$ cat config.mk
export PLATFORM = sky130hd
export DESIGN_NAME = acq_regbank
export DESIGN_NICKNAME = d
export VERILOG_FILES = /design/src/rtl/acq_regbank_pkg.sv /design/src/rtl/regbank_decode.sv /design/src/rtl/regbank_ctrl.sv /design/src/rtl/regbank_strobe.sv /design/src/rtl/regbank_rdmux.sv /design/src/rtl/acq_regbank.sv
export SDC_FILE = /design/constraint.sdc
export NUM_CORES = 1
export LEC_CHECK = 0
export ABC_AREA = 1
export BUFFER_PORTS_ARGS = -buffer_cell sky130_fd_sc_hd__buf_2
export CAP_MARGIN = 20
export CORE_ASPECT_RATIO = 0.9
export CORE_UTILIZATION = 45
export CTS_BUF_LIST = sky130_fd_sc_hd__clkbuf_4 sky130_fd_sc_hd__clkbuf_8 sky130_fd_sc_hd__clkbuf_16
export CTS_CLUSTER_DIAMETER = 150
export DETAILED_ROUTE_END_ITERATION = 6
export GPL_TIMING_DRIVEN = 0
export PLACE_DENSITY = 0.77
export SYNTH_ARGS = -nofsm -noshare
export SYNTH_HDL_FRONTEND = slang
export SYNTH_SLANG_ARGS = --single-unit
$ cat constraint.sdc
create_clock -name clk -period 1.95 [get_ports clk]
set_clock_uncertainty 0.1 [all_clocks]
set_input_delay 0 -clock clk [delete_from_list [all_inputs] [get_ports clk]]
set_output_delay 0 -clock clk [all_outputs]
set_load 0.02 [all_outputs]
$ cat src/rtl/acq_regbank_pkg.sv
package acq_regbank_pkg;

    localparam int unsigned WORD_W = 32;
    localparam int unsigned LED_W  = 8;

    localparam logic [WORD_W-1:0] ADDR_MASK = 32'h0010_FFFC;

    localparam logic [WORD_W-1:0] OFS_INFO      = 32'h0000_0000;
    localparam logic [WORD_W-1:0] OFS_IRQ_EN    = 32'h0000_0010;
    localparam logic [WORD_W-1:0] OFS_IRQ_PEND  = 32'h0000_0014;
    localparam logic [WORD_W-1:0] OFS_DMA_EN    = 32'h0000_0100;
    localparam logic [WORD_W-1:0] OFS_DMA_STS   = 32'h0000_0104;
    localparam logic [WORD_W-1:0] OFS_DMA_CLR   = 32'h0000_0108;
    localparam logic [WORD_W-1:0] OFS_ACQ_START = 32'h0000_0200;
    localparam logic [WORD_W-1:0] OFS_ACQ_END   = 32'h0000_0204;
    localparam logic [WORD_W-1:0] OFS_ACQ_LIMIT = 32'h0000_0208;
    localparam logic [WORD_W-1:0] OFS_ACQ_INTR  = 32'h0000_020C;
    localparam logic [WORD_W-1:0] OFS_ACQ_PTR   = 32'h0000_0210;
    localparam logic [WORD_W-1:0] OFS_CHAN_CTL  = 32'h0000_0214;
    localparam logic [WORD_W-1:0] OFS_INTR_CTL  = 32'h0000_0218;
    localparam logic [WORD_W-1:0] OFS_LED       = 32'h0000_0404;
    localparam logic [WORD_W-1:0] OFS_BUF_BASE  = 32'h0010_0000;
    localparam logic [WORD_W-1:0] OFS_BUF_SIZE  = 32'h0010_0004;

    localparam logic [7:0] ID_TAG    = 8'h4A;
    localparam logic [7:0] API_REV   = 8'd1;
    localparam logic [7:0] REV_MAJOR = 8'd0;
    localparam logic [7:0] REV_MINOR = 8'd3;
    localparam logic [WORD_W-1:0] INFO_WORD = {ID_TAG, API_REV, REV_MAJOR, REV_MINOR};

    // bit positions inside the combined control/strobe words
    localparam int unsigned CTL_LEVEL_BIT  = 0;
    localparam int unsigned CTL_STROBE_BIT = 1;

    // status word bit positions
    localparam int unsigned STS_BUSY     = 0;
    localparam int unsigned STS_ERR_RD   = 1;
    localparam int unsigned STS_ERR_WR   = 2;
    localparam int unsigned STS_ERR_ADDR = 3;
    localparam int unsigned STS_ERR_ANY  = 4;

    typedef enum logic [4:0] {
        SEL_NONE,
        SEL_INFO,
        SEL_IRQ_EN,
        SEL_IRQ_PEND,
        SEL_DMA_EN,
        SEL_DMA_STS,
        SEL_DMA_CLR,
        SEL_ACQ_START,
        SEL_ACQ_END,
        SEL_ACQ_LIMIT,
        SEL_ACQ_INTR,
        SEL_ACQ_PTR,
        SEL_CHAN_CTL,
        SEL_INTR_CTL,
        SEL_LED,
        SEL_BUF_BASE,
        SEL_BUF_SIZE
    } reg_sel_e;

    typedef struct packed {
        logic              irq_en;
        logic              dma_en;
        logic [WORD_W-1:0] acq_start;
        logic [WORD_W-1:0] acq_end;
        logic [WORD_W-1:0] acq_limit;
        logic [WORD_W-1:0] acq_intr;
        logic              chan_en;
        logic              acq_intr_en;
        logic [LED_W-1:0]  led;
        logic [WORD_W-1:0] buf_base;
        logic [WORD_W-1:0] buf_size;
    } ctrl_t;

    typedef struct packed {
        logic              irq_pend;
        logic              busy;
        logic              err_rd;
        logic              err_wr;
        logic              err_addr;
        logic              err_any;
        logic [WORD_W-1:0] acq_ptr;
    } status_t;

    typedef struct packed {
        logic dma_clr;
        logic chan_init;
        logic intr_clr;
    } strobe_t;

    function automatic logic [WORD_W-1:0] keep_upper(input logic [WORD_W-1:0] v,
                                                     input int unsigned lsb);
        logic [WORD_W-1:0] low_ones;
        low_ones = (WORD_W'(1) << lsb) - WORD_W'(1);
        return v & ~low_ones;
    endfunction

    function automatic reg_sel_e decode_offset(input logic [WORD_W-1:0] ofs);
        reg_sel_e s;
        case (ofs)
            OFS_INFO:      s = SEL_INFO;
            OFS_IRQ_EN:    s = SEL_IRQ_EN;
            OFS_IRQ_PEND:  s = SEL_IRQ_PEND;
            OFS_DMA_EN:    s = SEL_DMA_EN;
            OFS_DMA_STS:   s = SEL_DMA_STS;
            OFS_DMA_CLR:   s = SEL_DMA_CLR;
            OFS_ACQ_START: s = SEL_ACQ_START;
            OFS_ACQ_END:   s = SEL_ACQ_END;
            OFS_ACQ_LIMIT: s = SEL_ACQ_LIMIT;
            OFS_ACQ_INTR:  s = SEL_ACQ_INTR;
            OFS_ACQ_PTR:   s = SEL_ACQ_PTR;
            OFS_CHAN_CTL:  s = SEL_CHAN_CTL;
            OFS_INTR_CTL:  s = SEL_INTR_CTL;
            OFS_LED:       s = SEL_LED;
            OFS_BUF_BASE:  s = SEL_BUF_BASE;
            OFS_BUF_SIZE:  s = SEL_BUF_SIZE;
            default:       s = SEL_NONE;
        endcase
        return s;
    endfunction

endpackage

$ cat src/rtl/regbank_decode.sv
module regbank_decode
    import acq_regbank_pkg::*;
(
    input  logic [WORD_W-1:0] addr,
    output reg_sel_e          sel
);
    logic [WORD_W-1:0] masked;

    always_comb begin
        masked = addr & ADDR_MASK;
        sel    = decode_offset(masked);
    end
endmodule

$ cat src/rtl/regbank_ctrl.sv
module regbank_ctrl
    import acq_regbank_pkg::*;
#(
    parameter int unsigned ACQ_LSB = 7,
    parameter int unsigned BUF_LSB = 12
) (
    input  logic              clk,
    input  logic              rst,
    input  logic              wr_en,
    input  reg_sel_e          sel,
    input  logic [WORD_W-1:0] wdata,
    output ctrl_t             q
);
    always_ff @(posedge clk) begin
        if (rst) begin
            q <= '0;
        end else if (wr_en) begin
            case (sel)
                SEL_IRQ_EN:    q.irq_en      <= wdata[CTL_LEVEL_BIT];
                SEL_DMA_EN:    q.dma_en      <= wdata[CTL_LEVEL_BIT];
                SEL_ACQ_START: q.acq_start   <= keep_upper(wdata, ACQ_LSB);
                SEL_ACQ_END:   q.acq_end     <= keep_upper(wdata, ACQ_LSB);
                SEL_ACQ_LIMIT: q.acq_limit   <= keep_upper(wdata, ACQ_LSB);
                SEL_ACQ_INTR:  q.acq_intr    <= keep_upper(wdata, ACQ_LSB);
                SEL_CHAN_CTL:  q.chan_en     <= wdata[CTL_LEVEL_BIT];
                SEL_INTR_CTL:  q.acq_intr_en <= wdata[CTL_LEVEL_BIT];
                SEL_LED:       q.led         <= wdata[LED_W-1:0];
                SEL_BUF_BASE:  q.buf_base    <= keep_upper(wdata, BUF_LSB);
                SEL_BUF_SIZE:  q.buf_size    <= keep_upper(wdata, BUF_LSB);
                default:       q             <= q;
            endcase
        end
    end
endmodule

$ cat src/rtl/regbank_strobe.sv
module regbank_strobe
    import acq_regbank_pkg::*;
(
    input  logic     clk,
    input  logic     rst,
    input  logic     wr_en,
    input  reg_sel_e sel,
    input  logic     strobe_bit,
    output strobe_t  q
);
    strobe_t nxt;

    always_comb begin
        nxt           = '0;
        nxt.dma_clr   = wr_en && (sel == SEL_DMA_CLR);
        nxt.chan_init = wr_en && (sel == SEL_CHAN_CTL) && strobe_bit;
        nxt.intr_clr  = wr_en && (sel == SEL_INTR_CTL) && strobe_bit;
    end

    always_ff @(posedge clk) begin
        if (rst) q <= '0;
        else     q <= nxt;
    end
endmodule

$ cat src/rtl/regbank_rdmux.sv
module regbank_rdmux
    import acq_regbank_pkg::*;
#(
    parameter int unsigned ACQ_LSB = 7
) (
    input  reg_sel_e          sel,
    input  ctrl_t             ctl,
    input  status_t           sts,
    output logic [WORD_W-1:0] value
);
    always_comb begin
        value = '0;
        case (sel)
            SEL_INFO:      value = INFO_WORD;
            SEL_IRQ_EN:    value[CTL_LEVEL_BIT] = ctl.irq_en;
            SEL_IRQ_PEND:  value[0] = sts.irq_pend;
            SEL_DMA_EN:    value[CTL_LEVEL_BIT] = ctl.dma_en;
            SEL_DMA_STS: begin
                value[STS_BUSY]     = sts.busy;
                value[STS_ERR_RD]   = sts.err_rd;
                value[STS_ERR_WR]   = sts.err_wr;
                value[STS_ERR_ADDR] = sts.err_addr;
                value[STS_ERR_ANY]  = sts.err_any;
            end
            SEL_ACQ_START: value = ctl.acq_start;
            SEL_ACQ_END:   value = ctl.acq_end;
            SEL_ACQ_LIMIT: value = ctl.acq_limit;
            SEL_ACQ_INTR:  value = ctl.acq_intr;
            SEL_ACQ_PTR:   value = keep_upper(sts.acq_ptr, ACQ_LSB);
            SEL_CHAN_CTL:  value[CTL_LEVEL_BIT] = ctl.chan_en;
            SEL_INTR_CTL:  value[CTL_LEVEL_BIT] = ctl.acq_intr_en;
            SEL_LED:       value[LED_W-1:0] = ctl.led;
            SEL_BUF_BASE:  value = ctl.buf_base;
            SEL_BUF_SIZE:  value = ctl.buf_size;
            default:       value = '0;
        endcase
    end
endmodule

$ cat src/rtl/acq_regbank.sv
module acq_regbank
    import acq_regbank_pkg::*;
#(
    parameter int unsigned ACQ_LSB = 7,
    parameter int unsigned BUF_LSB = 12
) (
    input  logic              clk,
    input  logic              rst,
    input  logic              bus_valid,
    input  logic              bus_write,
    input  logic [WORD_W-1:0] bus_addr,
    input  logic [WORD_W-1:0] bus_wdata,
    output logic              bus_ready,
    output logic [WORD_W-1:0] bus_rdata,
    input  logic              irq_pending_in,
    input  logic              dma_busy_in,
    input  logic              dma_err_rd_in,
    input  logic              dma_err_wr_in,
    input  logic              dma_err_addr_in,
    input  logic              dma_err_any_in,
    input  logic [WORD_W-1:0] acq_ptr_in,
    output logic              dma_enable,
    output logic [WORD_W-1:0] acq_start_addr,
    output logic [WORD_W-1:0] acq_end_addr,
    output logic [WORD_W-1:0] acq_limit_addr,
    output logic [WORD_W-1:0] acq_intr_addr,
    output logic              chan_enable,
    output logic              acq_intr_enable,
    output logic [LED_W-1:0]  led_out,
    output logic [WORD_W-1:0] buf_base,
    output logic [WORD_W-1:0] buf_size,
    output logic              dma_clear_pulse,
    output logic              chan_init_pulse,
    output logic              intr_clear_pulse,
    output logic              irq
);
    reg_sel_e          sel;
    ctrl_t             ctl;
    status_t           sts;
    strobe_t           stb;
    logic [WORD_W-1:0] rd_value;
    logic              take;
    logic              wr_en;
    logic              rd_en;

    assign take  = bus_valid && !bus_ready;
    assign wr_en = take && bus_write;
    assign rd_en = take && !bus_write;

    always_comb begin
        sts          = '0;
        sts.irq_pend = irq_pending_in;
        sts.busy     = dma_busy_in;
        sts.err_rd   = dma_err_rd_in;
        sts.err_wr   = dma_err_wr_in;
        sts.err_addr = dma_err_addr_in;
        sts.err_any  = dma_err_any_in;
        sts.acq_ptr  = acq_ptr_in;
    end

    regbank_decode u_decode (
        .addr (bus_addr),
        .sel  (sel)
    );

    regbank_ctrl #(
        .ACQ_LSB (ACQ_LSB),
        .BUF_LSB (BUF_LSB)
    ) u_ctrl (
        .clk   (clk),
        .rst   (rst),
        .wr_en (wr_en),
        .sel   (sel),
        .wdata (bus_wdata),
        .q     (ctl)
    );

    regbank_strobe u_strobe (
        .clk        (clk),
        .rst        (rst),
        .wr_en      (wr_en),
        .sel        (sel),
        .strobe_bit (bus_wdata[CTL_STROBE_BIT]),
        .q          (stb)
    );

    regbank_rdmux #(
        .ACQ_LSB (ACQ_LSB)
    ) u_rdmux (
        .sel   (sel),
        .ctl   (ctl),
        .sts   (sts),
        .value (rd_value)
    );

    always_ff @(posedge clk) begin
        if (rst) begin
            bus_ready <= 1'b0;
            bus_rdata <= '0;
        end else begin
            bus_ready <= take;
            if (rd_en) bus_rdata <= rd_value;
        end
    end

    assign dma_enable       = ctl.dma_en;
    assign acq_start_addr   = ctl.acq_start;
    assign acq_end_addr     = ctl.acq_end;
    assign acq_limit_addr   = ctl.acq_limit;
    assign acq_intr_addr    = ctl.acq_intr;
    assign chan_enable      = ctl.chan_en;
    assign acq_intr_enable  = ctl.acq_intr_en;
    assign led_out          = ctl.led;
    assign buf_base         = ctl.buf_base;
    assign buf_size         = ctl.buf_size;
    assign dma_clear_pulse  = stb.dma_clr;
    assign chan_init_pulse  = stb.chan_init;
    assign intr_clear_pulse = stb.intr_clr;
    assign irq              = ctl.irq_en && irq_pending_in;
endmodule

### After elaboration in Yosys (flattened, before gate mapping)

Cells that the tools add are included.

| storage, ports and cells | value |
|---|---|
| register bits after elaboration | 188 |
| bits in latches | 0 |
| RAM bits | 0 |
| bits in read-only memories | 0 |
| memories | 0 |

| operators by class | value |
|---|---|
| add/sub/neg operators | 0 |
| $mul | 0 |
| div/mod/pow operators | 0 |
| magnitude comparators | 0 |
| eq/ne operators | 31 |
| shift-type cells | 0 |
| mux-type cells | 5 |
| bitwise gates (word level) | 0 |
| reductions and logical operators | 23 |

Operators with widths:

| operator | number |
|---|---|
| $pmux W24 S8 | 1 |
| $eq A15 B8 Y1 const B | 7 |
| $pmux W5 S16 | 1 |
| $eq A15 B7 Y1 const B | 3 |
| $eq A5 B4 Y1 const B | 8 |
| $logic_not A32 Y1 | 1 |
| $eq A15 B15 Y1 const B | 2 |
| $eq A15 B3 Y1 const B | 2 |
| $reduce_and A2 Y1 | 11 |
| $eq A5 B3 Y1 const B | 4 |
| $pmux W3 S6 | 1 |
| $eq A15 B9 Y1 const B | 1 |
| $pmux W4 S3 | 1 |
| $eq A5 B2 Y1 const B | 2 |
| $logic_and A1 B1 Y1 | 9 |
| $pmux W1 S8 | 1 |
| $eq A5 B1 Y1 const B | 1 |
| $eq A5 B5 Y1 const B | 1 |
| $logic_not A1 Y1 | 2 |

### Logic depth before layout (Yosys ltp)

Gate-level depths: netlist of run 1.

| logic depth | value |
|---|---|
| word-level depth | 5 |
| gate-level depth with buffers | 11 |
| mapped depth without buffers | 10 |

### Cells and area by module

Synthesis of run 1 repeated with hierarchy kept, for this count alone.

| unflattened totals | value |
|---|---|
| cells, all modules | 1,962 |
| area, all modules | 11,222.0 um^2 |

Modules (own cells, without submodules):

| module | instances | cells each | area an instance (um^2) | sequential area each (um^2) |
|---|---|---|---|---|
| regbank_ctrl | 1 | 1,160 | 7,299.5 | 3,042.9 |
| regbank_rdmux | 1 | 469 | 1,974.4 | 0.0 |
| acq_regbank | 1 | 211 | 1,375.1 | 660.6 |
| regbank_decode | 1 | 99 | 434.2 | 0.0 |
| regbank_strobe | 1 | 23 | 138.9 | 60.1 |

### Worst setup path after synthesis of run 1

No wires, ideal clock.

| path | value |
|---|---|
| path kind | reg-to-reg |
| start | register bus_ready |
| end | register u_ctrl.q[177] in the netlist's numbering |
| arrival | 1.410 ns |
| path slack | 0.321 ns |
| cell stages (with the launch flop) | 10 |
| clock period less this slack | 1.629 ns |
| cells stage by stage | dfxtp_1 -> inv_1 -> nand2_1 -> nor2_2 -> inv_2 -> nor2_8 -> inv_2 -> buf_2 -> o21ai_0 -> a21oi_1 |

| between the ends | value |
|---|---|
| longest elaborated chain between the ends | 4 |

Ends and longest elaborated chain:

| item | RTL line | text |
|---|---|---|
| start: declaration | acq_regbank.sv:13 | `output logic bus_ready,` |
| start signal: assignment | acq_regbank.sv:101 | `bus_ready <= take;` |
| $logic_not A1 Y1 | acq_regbank.sv:46 | `assign take = bus_valid && !bus_ready;` |
| $logic_and A1 B1 Y1 | acq_regbank.sv:46 |  |
| $logic_and A1 B1 Y1 | acq_regbank.sv:47 | `assign wr_en = take && bus_write;` |
| $reduce_and A2 Y1 (no line) | -- |  |
| end signal: assignment | regbank_ctrl.sv:30 | `default: q <= q;` |
| end: declaration | regbank_ctrl.sv:12 | `output ctrl_t q` |

No other way between the ends.
A chain may end at the register's enable or synchronous reset.

### Worst setup path after layout of run 1

| path | value |
|---|---|
| start | input bus_addr[3] |
| end | register u_ctrl.q[128] in the netlist's numbering |

| between the ends | value |
|---|---|
| longest elaborated chain between the ends | 4 |
| elaborated cells on any way between the ends | 19 |
| those cells by class | eq/ne (16); mux (1); reduce/logical (2) |

Ends and longest elaborated chain:

| item | RTL line | text |
|---|---|---|
| start: declaration | acq_regbank.sv:11 | `input logic [WORD_W-1:0] bus_addr,` |
| $logic_not A32 Y1, or another cell as far along | acq_regbank_pkg.sv:101 | `case (ofs)` |
| $pmux W5 S16 * | acq_regbank_pkg.sv:101 |  |
| $eq A5 B4 Y1 * | regbank_ctrl.sv:18 | `case (sel)` |
| $reduce_and A2 Y1 (no line) * | -- |  |

Every way passes the cells marked *; elsewhere a longest branch is shown, timed or not.

==> qor.csv, run 1 <==
metric;value;unit
routed_wl;37900;µm
die_w;160;µm
synthCells;1451;
clkTransAtPathRegs;0.07;ns
dp_hpwl;27700;µm
port_buffers;268;
core;0.0218;mm²
antenna_found_initial;1;
cp.arrival;2.15;ns
clock_sinks;188;
clock-root-buffer;clkbuf_16;
sw_frac_of_total;0.248;
slew_headroom;0.463;
hp-class;in -> reg;
peakVddDrop;0.462;mV
slew_viol_final;0;
clk_latency;0.44;ns
criticalPathCategory;in -> reg;
setup_violations;1;
gp_congestion;0.947;
rows;51;
slowest_stage;dlygate4sd3_1;
max-cap-violations;0;
clock.fmax;513;MHz
final_antenna_net_count;0;
synth.avg_cell_area;6.95;µm²
start_util;0.462;
dieHeight;144;µm
fill_cells;2032;
worst_slew_pin_slew;0.806;ns
p_clk_frac;0.444;
p_leak;0.00660;µW
track_usage;0.317;
cp_cell_sequence;dlygate4sd3_1 -> buf_2 -> inv_1 -> nor2_1 -> nand2_1 -> nor2_4 -> nand2_2 -> nor2_8 -> inv_2 -> buf_2 -> nand2_1 -> a21oi_1;
htreeDepth;4;
cts_buffer_depth;2;
cp-start-kind;input port;
setup_ws;-0.000724;ns
outcome;finished with violations;
cp_max_fo;10;
drc;2;
drtIter0Drc;1300;
rsz0062_at_grt;true;
tns;-0.000724;ns
grt_pass1_vias;10100;
area_delta_synth_final;33.4;%
syn_area;0.0101;mm²
grt_max_degree;17;
final_util;0.617;
fin_nets;1979;
drive_gt1_frac;0.320;
grt_pass1_wl;55800;µm
vias;11200;
wire_per_inst;17.4;µm
intPower;6150;µW
first_pass_iters;7;
p_per_area;608;mW/mm²
synth.yosys.seq_area_share;0.373;
synth.distinct_cells;25;
failed_checks;DRC, setup timing;
cts_tree;built;
hold_violations;0;
n_antenna_cell;0;
yosys_register_bits;188;
yosysWarningCount;0;
critPathRequiredTime;2.15;ns
pwr-share-comb;0.087;
period_share;1.00;
num_io_pins;346;
viasPerCell;5.17;
cp-end-kind;register;
layout_min_cycle_time;1.95;ns
seqPwrFrac;0.470;
p_switching;2030;µW
critPathMaxStageDelay;0.53;ns
cts_buffers;17;
grt-ovfl-total;0;
dieArea;0.0230;mm²
registers in the layout, indices dropped and copies added (netlist names):
name        cells
bus_rdata      32
bus_ready       1
u_ctrl.q      152
u_strobe.q      3
power groups by stage:
stage                     combinational (µW)  clock [µW]  sequential, µW
after floorplan                          319           0            3940
after global placement                   550           0            3930
after detailed placement                 553           0            3930
after CTS                                676        3630            3840
after global routing                     743        3770            3840
final                                    709        3630            3840
area by class of cell:
| type | instances | area (µm²) | share of cell area |
|---|---|---|---|
| sequential | 188 | 3760 | 0.280 |
| inverter | 89 | 334 | 0.0248 |
| timing repair buffer | 352 | 2160 | 0.161 |
| multi-input combinational | 938 | 4290 | 0.319 |
| buffer | 287 | 1940 | 0.144 |
| clock buffer | 18 | 433 | 0.0322 |
| clock inverter | 13 | 166 | 0.0124 |
| tap | 291 | 364 | 0.0271 |
final timing paths:
path,slack [ns],cells past startpoint,from,end
worst max-delay path,-0.0007,12,bus_addr[3],u_ctrl.q[128]
worst min-delay path,0.004,7,acq_ptr_in[29],bus_rdata[29]
worst max register to register,0.03,8,bus_ready,u_ctrl.q[12]
worst min register to register,0.36,2,bus_rdata[11],bus_rdata[11]
metal layers:
metal	global-route usage	share of wire	vias to the layer above
met3	0.0717	0.12	100
met1	0.407	0.39	5088
li1	-	-	5286
met5	0	0	-
met4	0.125	0.028	0
met2	0.519	0.46	770
cell usage in the layout, fill, tap and decap left out, drive strengths merged:
cell type    count
a21oi          183
buf            526
bufinv           3
clkbuf          60
clkinv           5
clkinvlp         3
conb            52
dfxtp          188
dlygate4sd3     71
inv             91
nand2          315
nand3          192
nand4            3
nor2            98
nor3             2
o211ai           1
o21a             1
o21ai           90
o22ai            1
cell families after synthesis:
kind of cell	synth area share
compound gates	0.138
buf+inv	0.223
simple gates	0.266
flops	0.373
other cells	0.000372
timing repair:
item                                   4_1_cts  5_1_grt
hold buffers                                71        0
pin swaps                                    1        5
resized for setup                            3       30
setup endpoints to repair                  106      118
endpoints found under the hold margin      184        0
buffers inserted                             3       10
through the flow:
| stage | area, µm² | hold WS (ns) | setup WS [ns] | total power (µW) | std cells |
|---|---|---|---|---|---|
| after floorplan | 10300 | 0.0292 | 0.321 | 4250 | 1502 |
| after global placement | 12000 | 0.168 | -0.104 | 4480 | 2061 |
| after detailed placement | 12000 | 0.173 | -0.146 | 4480 | 2061 |
| after CTS | 13300 | 0.000724 | 0.0186 | 8140 | 2166 |
| after global routing | 13500 | 0.0365 | -0.0263 | 8350 | 2176 |
| final | 13500 | 0.00352 | -0.000724 | 8180 | 2176 |
worst max-delay path: cells and delay by family:
| kind | cells | cell delay [ns] |
|---|---|---|
| buf+inv | 5 | 1.07 |
| simple gates | 6 | 1.01 |
| compound gates | 1 | 0.06 |
cells in the mapped netlist:
library cell,instances,area share
buf_1,1,0.00037
nand2_2,7,0.0043
o211ai_1,1,0.00074
buf_2,42,0.021
nor2_8,3,0.0060
o21ai_1,13,0.0065
nor3_1,2,0.00099
nor2_1,81,0.030
inv_2,6,0.0022
dfxtp_1,188,0.37
inv_1,83,0.031
o21ai_0,77,0.038
o22ai_1,1,0.00062
nand4_1,3,0.0019
nand2_4,2,0.0022
clkbuf_1,38,0.014
nand2_1,306,0.11
nor2_4,5,0.0056
nor2_2,9,0.0056
conb_1,1,0.00037
o21a_1,1,0.00074
buf_4,203,0.15
a21oi_1,183,0.091
nand3_1,192,0.095
buf_6,3,0.0033
Power figures use the tool's default switching activity.
==> run 2, diff against run 1 <==
--- a/config.mk
+++ b/config.mk
@@ -9,12 +9,13 @@
 export BUFFER_PORTS_ARGS = -buffer_cell sky130_fd_sc_hd__buf_2
 export CAP_MARGIN = 20
 export CORE_ASPECT_RATIO = 0.9
-export CORE_UTILIZATION = 45
+export CORE_UTILIZATION = 51
 export CTS_BUF_LIST = sky130_fd_sc_hd__clkbuf_4 sky130_fd_sc_hd__clkbuf_8 sky130_fd_sc_hd__clkbuf_16
 export CTS_CLUSTER_DIAMETER = 150
 export DETAILED_ROUTE_END_ITERATION = 6
 export GPL_TIMING_DRIVEN = 0
-export PLACE_DENSITY = 0.77
+export PLACE_DENSITY = 0.85
+export SKIP_LAST_GASP = 1
 export SYNTH_ARGS = -nofsm -noshare
 export SYNTH_HDL_FRONTEND = slang
 export SYNTH_SLANG_ARGS = --single-unit
==> run 2 against run 1 <==
Compared with the run above:
- the flow finishes with violations (DRC)
- final cell count down 2.0%
- fmax increased by 2.3%
- sequential power hardly changed
- routed wire length decreased by 0.24%
- global-route usage up 4.4 points
- design area fell by 0.63%
- sequential cell count stayed put
- setup slack gained 0.045 ns
- hold slack better by 0.011 ns
- via count grew 2.5%
- clock-buffer cell count is 1 lower
- non-clock buffer count decreased by 5
==> qor.csv, run 2 (synthesis results as in run 1) <==
metric;value;unit;change
dieArea;0.0203;mm²;-12%
clkTransAtPathRegs;0.07;ns;about the same
cp-start-kind;input port;;
cts_buffers;17;;unchanged
p_per_area;615;mW/mm²;+1.1%
worst_slew_pin_slew;0.780;ns;-0.0259 ns
cp_max_fo;10;;unchanged
rows;48;;-5.9%
period_share;0.977;;-0.0230
dp_hpwl;26900;µm;-3.1%
mostFrequentLayoutCell;buf_2;;
dieHeight;135;µm;-6.0%
clock.fmax;525;MHz;+2.3%
final_util;0.694;;+0.0770
grt_pass1_vias;10300;;+1.5%
grt_util_met1;0.476;;+0.0696
max-cap-violations;0;;unchanged
port_buffers;268;;unchanged
gp_congestion;0.984;;+3.9%
grt_pass1_wl;55600;µm;-0.28%
viasPerCell;5.41;;+4.7%
whs;0.0148;ns;+0.0113 ns
outcome;finished with violations;;
place_ws;-0.111;ns;+0.0353 ns
track_usage;0.361;;+0.0442
largest_reg_flops;152;;unchanged
cp.arrival;2.18;ns;+0.03 ns
slowest_stage;dlygate4sd3_1;;
regMostFlops;u_ctrl.q;;
p_leak;0.00657;µW;-0.55%
busiest_layer;met2;;
slew_headroom;0.480;;+0.0172
clk_latency;0.45;ns;about the same
cts_tree;built;;
die_w;150;µm;-6.0%
setup_ws;0.0440;ns;+0.0448 ns
met3_usage;0.0687;;-0.00301
layout_min_cycle_time;1.91;ns;-0.0448 ns
drtIter0Drc;1307;;+0.54%
routed_wl;37800;µm;-0.24%
final_cell_mix;306 x buf_2, 304 x nand2_1, 213 x buf_4;;
core;0.0193;mm²;-12%
place_area;0.0119;mm²;-0.43%
grt-ovfl-total;0;;unchanged
critPathRequiredTime;2.23;ns;+0.08 ns
cp_cell_sequence;dlygate4sd3_1 -> buf_2 -> inv_1 -> nor2_1 -> nand2_1 -> nor2_4 -> buf_12 -> buf_2 -> nand3_1 -> nand2_1 -> nor2_1 -> nand2_1 -> nand2_1 -> a21oi_1;;
critPathMaxStageDelay;0.53;ns;about the same
path_common_cell;nand2_1;;
cts_buffer_depth;2;;unchanged
clock_sinks;188;;unchanged
start_util;0.523;;+0.0610
antenna_found_initial;0;;-1
final_antenna_net_count;0;;unchanged
gr-usage-met2;0.562;;+0.0431
area_delta_synth_final;32.6;%;
clock-root-buffer;clkbuf_16;;
slew_viol_final;0;;unchanged
fin_nets;1974;;-0.25%
r2r_cells;9;;+1
drc;3;;+1
num_io_pins;346;;unchanged
rsz0062_at_grt;true;;
cp-end-kind;register;;
grt_max_degree;20;;+3
vias;11500;;+2.5%
hp-class;in -> reg;;
totalPowerFinal;8220;µW;+0.49%
wire_per_inst;17.7;µm;+1.8%
min_path_cells;7;;unchanged
first_pass_iters;7;;unchanged
criticalPathCategory;in -> reg;;
fill_cells;1570;;-23%
hold_violations;0;;unchanged
failed_checks;DRC;;
reg.largest.list;u_ctrl.q: 152 flops, bus_rdata: 32 flops, u_strobe.q: 3 flops;;
stdcell_area;0.0134;mm²;-0.63%
drive_gt1_frac;0.318;;-0.00198
htreeDepth;4;;unchanged
peakVddDrop;0.639;mV;+38%
setup_violations;0;;-1
## run 2: changes by cell type in the layout (fill, tap and decap cells not counted), sizes merged
cell,change
clkinvlp,-2
buf,-3
inv,+6
bufinv,-1
clkinv,-1
dlygate4sd3,-1
diode,+1
clkbuf,-2
## run 2: metrics by stage
| step | std cells | TNS (ns) |
|---|---|---|
| 6_report | 2132 | 0 |
| 3_3_place_gp | 2020 | -2.92 |
| 3_5_place_dp | 2020 | -5.18 |
| 2_1_floorplan | 1502 | 0 |
| 5_1_grt | 2131 | -0.0510 |
| 4_1_cts | 2123 | 0 |
## run 2: area by class of cell
| type | count | area [µm²] | area share |
|---|---|---|---|
| Clock inverter | 15 | 176 | 0.0132 |
| Clock buffer | 17 | 425 | 0.0318 |
| Multi-Input combinational cell | 938 | 4300 | 0.322 |
| Sequential cell | 188 | 3760 | 0.281 |
| Inverter | 89 | 337 | 0.0252 |
| Buffer | 286 | 1930 | 0.144 |
| Tap cell | 250 | 313 | 0.0234 |
| Antenna cell | 1 | 2.50 | 0.000187 |
| Timing Repair Buffer | 348 | 2130 | 0.159 |
## run 2: where the power goes
part,switching (µW),internal [µW]
registers,2.30,3840
clock network,1730,1940
logic,437,268
total,2170,6050
## run 2: per-layer routing
| metal | share of wire | up-vias |
|---|---|---|
| met5 | 0 | - |
| met4 | 0.044 | 0 |
| met3 | 0.14 | 153 |
| met2 | 0.45 | 893 |
| met1 | 0.37 | 5190 |
| li1 | - | 5293 |
## run 2: worst paths after layout
check / startpoint / endpoint / slack (ns)
setup / recovery: bus_addr[3] / bus_rdata[19] / 0.04
hold / removal: acq_ptr_in[13] / bus_rdata[13] / 0.01
setup reg to reg: bus_ready / u_ctrl.q[130] / 0.07
hold reg to reg: bus_rdata[8] / bus_rdata[8] / 0.36
## run 2: timing repair
item | CTS | global route
resized for setup | 2 | 21
setup endpoints to repair | 99 | 111
pin swaps | 1 | 7
endpoints found under the hold margin | 185 | 0
setup buffers | 2 | 8
hold buffers | 70 | 0
## run 2: critical path: cells and delay by family
family          cells  cell delay [ns]
buf+inv             5             1.12
simple gates        8             0.92
compound gates      1             0.14
==> run 3, diff against run 2 <==
--- a/config.mk
+++ b/config.mk
@@ -9,7 +9,7 @@
 export BUFFER_PORTS_ARGS = -buffer_cell sky130_fd_sc_hd__buf_2
 export CAP_MARGIN = 20
 export CORE_ASPECT_RATIO = 0.9
-export CORE_UTILIZATION = 51
+export CORE_UTILIZATION = 52
 export CTS_BUF_LIST = sky130_fd_sc_hd__clkbuf_4 sky130_fd_sc_hd__clkbuf_8 sky130_fd_sc_hd__clkbuf_16
 export CTS_CLUSTER_DIAMETER = 150
 export DETAILED_ROUTE_END_ITERATION = 6
@@ -18,4 +18,5 @@
 export SKIP_LAST_GASP = 1
 export SYNTH_ARGS = -nofsm -noshare
 export SYNTH_HDL_FRONTEND = slang
+export SYNTH_HIERARCHICAL = 1
 export SYNTH_SLANG_ARGS = --single-unit
==> run 3 against run 2 <==
Compared with the run above:
- the run still ends with DRC left
- die area grew 9.0%
- area after synthesis is 11% higher
- synthesized cell count is 35% higher
- sequential share of layout area decreased by 3.5 points
- routed wire length up 20%
- critical path depth up 6
- sequential power up 2%
==> qor.csv, run 3 <==
metric;value;unit;change
cp.arrival;2.16;ns;-0.02 ns
max-cap-violations;0;;unchanged
cp-end-kind;register;;
dp_hpwl;31200;µm;+16%
fill_cells;1773;;+13%
synth-async-reset-ratio;0;;unchanged
whs;0.226;ns;+0.211 ns
clock_sinks;188;;unchanged
clock-root-buffer;clkbuf_16;;
synth_top_family_by_area;simple AND/OR/NAND/NOR gates;;
yosys.area_share.adder;0;;unchanged
synthSimpleGateAreaFrac;0.436;;+0.170
synth_top_area_share;0.335;;-0.0378
port_buffers;269;;+0.37%
totalPowerFinal;8670;µW;+5.5%
cp_cell_sequence;buf_2 -> inv_1 -> nor2_1 -> nand2_2 -> nor2_1 -> nand2_1 -> nand3_4 -> nor2_4 -> nand2_4 -> inv_1 -> nand2_4 -> nor2_4 -> buf_12 -> buf_8 -> nand2_1 -> nand2_1 -> nor2_1 -> nand2_1 -> nor2_1 -> nor2_1;;
final_antenna_net_count;0;;unchanged
r2r_slack;0.04;ns;-0.03 ns
clkTransAtPathRegs;0.08;ns;about the same
synth.avg_cell_area;5.72;µm²;-18%
grt_pass1_wl;65900;µm;+19%
failed_checks;DRC;;
slowest_stage;nor2_1;;
first_pass_iters;7;;unchanged
mostFrequentLayoutCell;nand2_1;;
routed_wl;45300;µm;+20%
fin_nets;2509;;+27%
drive_gt1_frac;0.224;;-0.0940
critPathRequiredTime;2.19;ns;-0.04 ns
p_leak;0.00857;µW;+30%
area_delta_synth_final;36.1;%;
synthCells;1962;;+35%
clock.fmax;522;MHz;-0.53%
hold_violations;0;;unchanged
hp-class;in -> reg;;
path_common_cell;nor2_1;;
dieHeight;141;µm;+4.4%
period_share;0.983;;+0.00519
clk_latency;0.44;ns;about the same
synth_compound_gate_area_share;0.0359;;-0.102
p_per_area;568;mW/mm²;-7.6%
syn_area;0.0112;mm²;+11%
outcome;finished with violations;;
slew_headroom;0.567;;+0.0871
layout_min_cycle_time;1.92;ns;+0.0101 ns
critPathMaxStageDelay;0.23;ns;-0.30 ns
synth.distinct_cells;27;;+8.0%
viasPerCell;5.16;;-4.6%
final_cell_mix;657 x nand2_1, 352 x inv_1, 315 x nor2_1;;
die_w;157;µm;+4.4%
muxShareOfSynthArea;0;;unchanged
slew_viol_final;0;;unchanged
rsz0062_at_grt;true;;
synthFlopType;dfxtp_1;;
largest_reg_flops;152;;unchanged
yosys.cell_count.top_type;nand2_1;;
num_io_pins;346;;unchanged
dieArea;0.0222;mm²;+9.0%
worst_slew_pin_slew;0.649;ns;-0.131 ns
place_area;0.0132;mm²;+10%
synth_edf_count;0;;unchanged
cts_buffer_depth;2;;unchanged
setup_violations;0;;unchanged
stdcell_area;0.0153;mm²;+14%
regMostFlops;u_ctrl/q;;
grt_pass1_vias;12400;;+20%
final_util;0.729;;+0.0351
start_util;0.535;;+0.0124
reg.largest.list;u_ctrl/q: 152 flops, bus_rdata: 32 flops, u_strobe/q: 3 flops;;
drc;1;;-2
grt-ovfl-total;0;;unchanged
cp_max_fo;10;;unchanged
core;0.0210;mm²;+8.7%
yosysWarningCount;6;;+6
gp_congestion;0.944;;-4.1%
htreeDepth;4;;unchanged
rows;50;;+4.2%
cts_tree;built;;
synth.yosys.seq_area_share;0.335;;-0.0378
peakVddDrop;0.617;mV;-3.5%
yosysTopAreaCell;dfxtp_1;;
cp-start-kind;input port;;
yosys_register_bits;188;;unchanged
criticalPathCategory;in -> reg;;
synth_area_leaders;dfxtp_1 34%, nand2_1 22%, inv_1 12%;;
n_antenna_cell;0;;-1
vias;13900;;+21%
cts_buffers;17;;unchanged
grt_max_degree;19;;-5.0%
synth_xor_area_frac;0;;unchanged
track_usage;0.391;;+0.0298
wire_per_inst;16.8;µm;-5.3%
synth_common_cells;670 x nand2_1, 352 x inv_1, 339 x nor2_1;;
antenna_found_initial;0;;unchanged
drtIter0Drc;1798;;+38%
-- run 3: per-layer routing --
metal / global-route usage / routed length (µm) / vias up / part of all wire
li1: - / - / 6540 / -
met1: 0.497 / 16900 / 6213 / 0.37
met2: 0.615 / 20000 / 993 / 0.44
met3: 0.0935 / 6040 / 199 / 0.13
met4: 0.201 / 2370 / 0 / 0.052
met5: 0 / 0 / - / 0
-- run 3: worst max-delay path, delay by kind of cell --
family                 cells  cell delay [ns]
buffers and inverters      5             0.53
and+or+nand+nor           15             1.61
-- run 3: cells by family after synthesis --
| family | after synthesis |
|---|---|
| AND/OR/NAND/NOR | 1199 |
| buffers and inverters | 494 |
| flip-flops | 188 |
| AO/OA/AOI/OAI | 80 |
| other | 1 |
-- run 3: path summary, 6_finish.rpt --
kind,from,end,depth (start not counted)
min reg2reg,u_ctrl/q[67],u_ctrl/q[67],2
max reg2reg,bus_ready,u_ctrl/q[72],9
min,bus_wdata[23],u_ctrl/q[23],4
max,bus_addr[2],bus_rdata[18],20
-- run 3: report_power, final --
group	internal [µW]	total (µW)	switching, µW
registers	3880	3900	19.2
logic	362	941	579
clock network	2110	3830	1720
total	6350	8670	2320
-- run 3: layout make-up --
type | instances | area, µm² | share of cell area
inverter | 355 | 1330 | 0.0873
clock inverter | 14 | 204 | 0.0134
multi-input combinational | 1335 | 5860 | 0.384
timing repair buffer | 368 | 2330 | 0.153
clock buffer | 18 | 439 | 0.0288
sequential | 188 | 3760 | 0.246
tap | 286 | 358 | 0.0234
buffer | 138 | 983 | 0.0644
-- run 3: what timing repair did --
item	4_1_cts	5_1_grt
endpoints found under the setup margin	177	175
pin swaps	8	17
gates resized for setup	56	105
hold buffers	67	0
gates cloned	0	7
endpoints found under the hold margin	184	0
setup buffers	12	17
-- run 3: per-stage QoR --
stage	setup TNS, ns	std cells	setup slack (ns)
2_1_floorplan	0	2013	0.00345
3_3_place_gp	-88.74	2568	-1.09
3_5_place_dp	-94.25	2568	-1.13
4_1_cts	0	2679	0.00379
5_1_grt	-0.388	2702	-0.0622
6_report	0	2702	0.0339
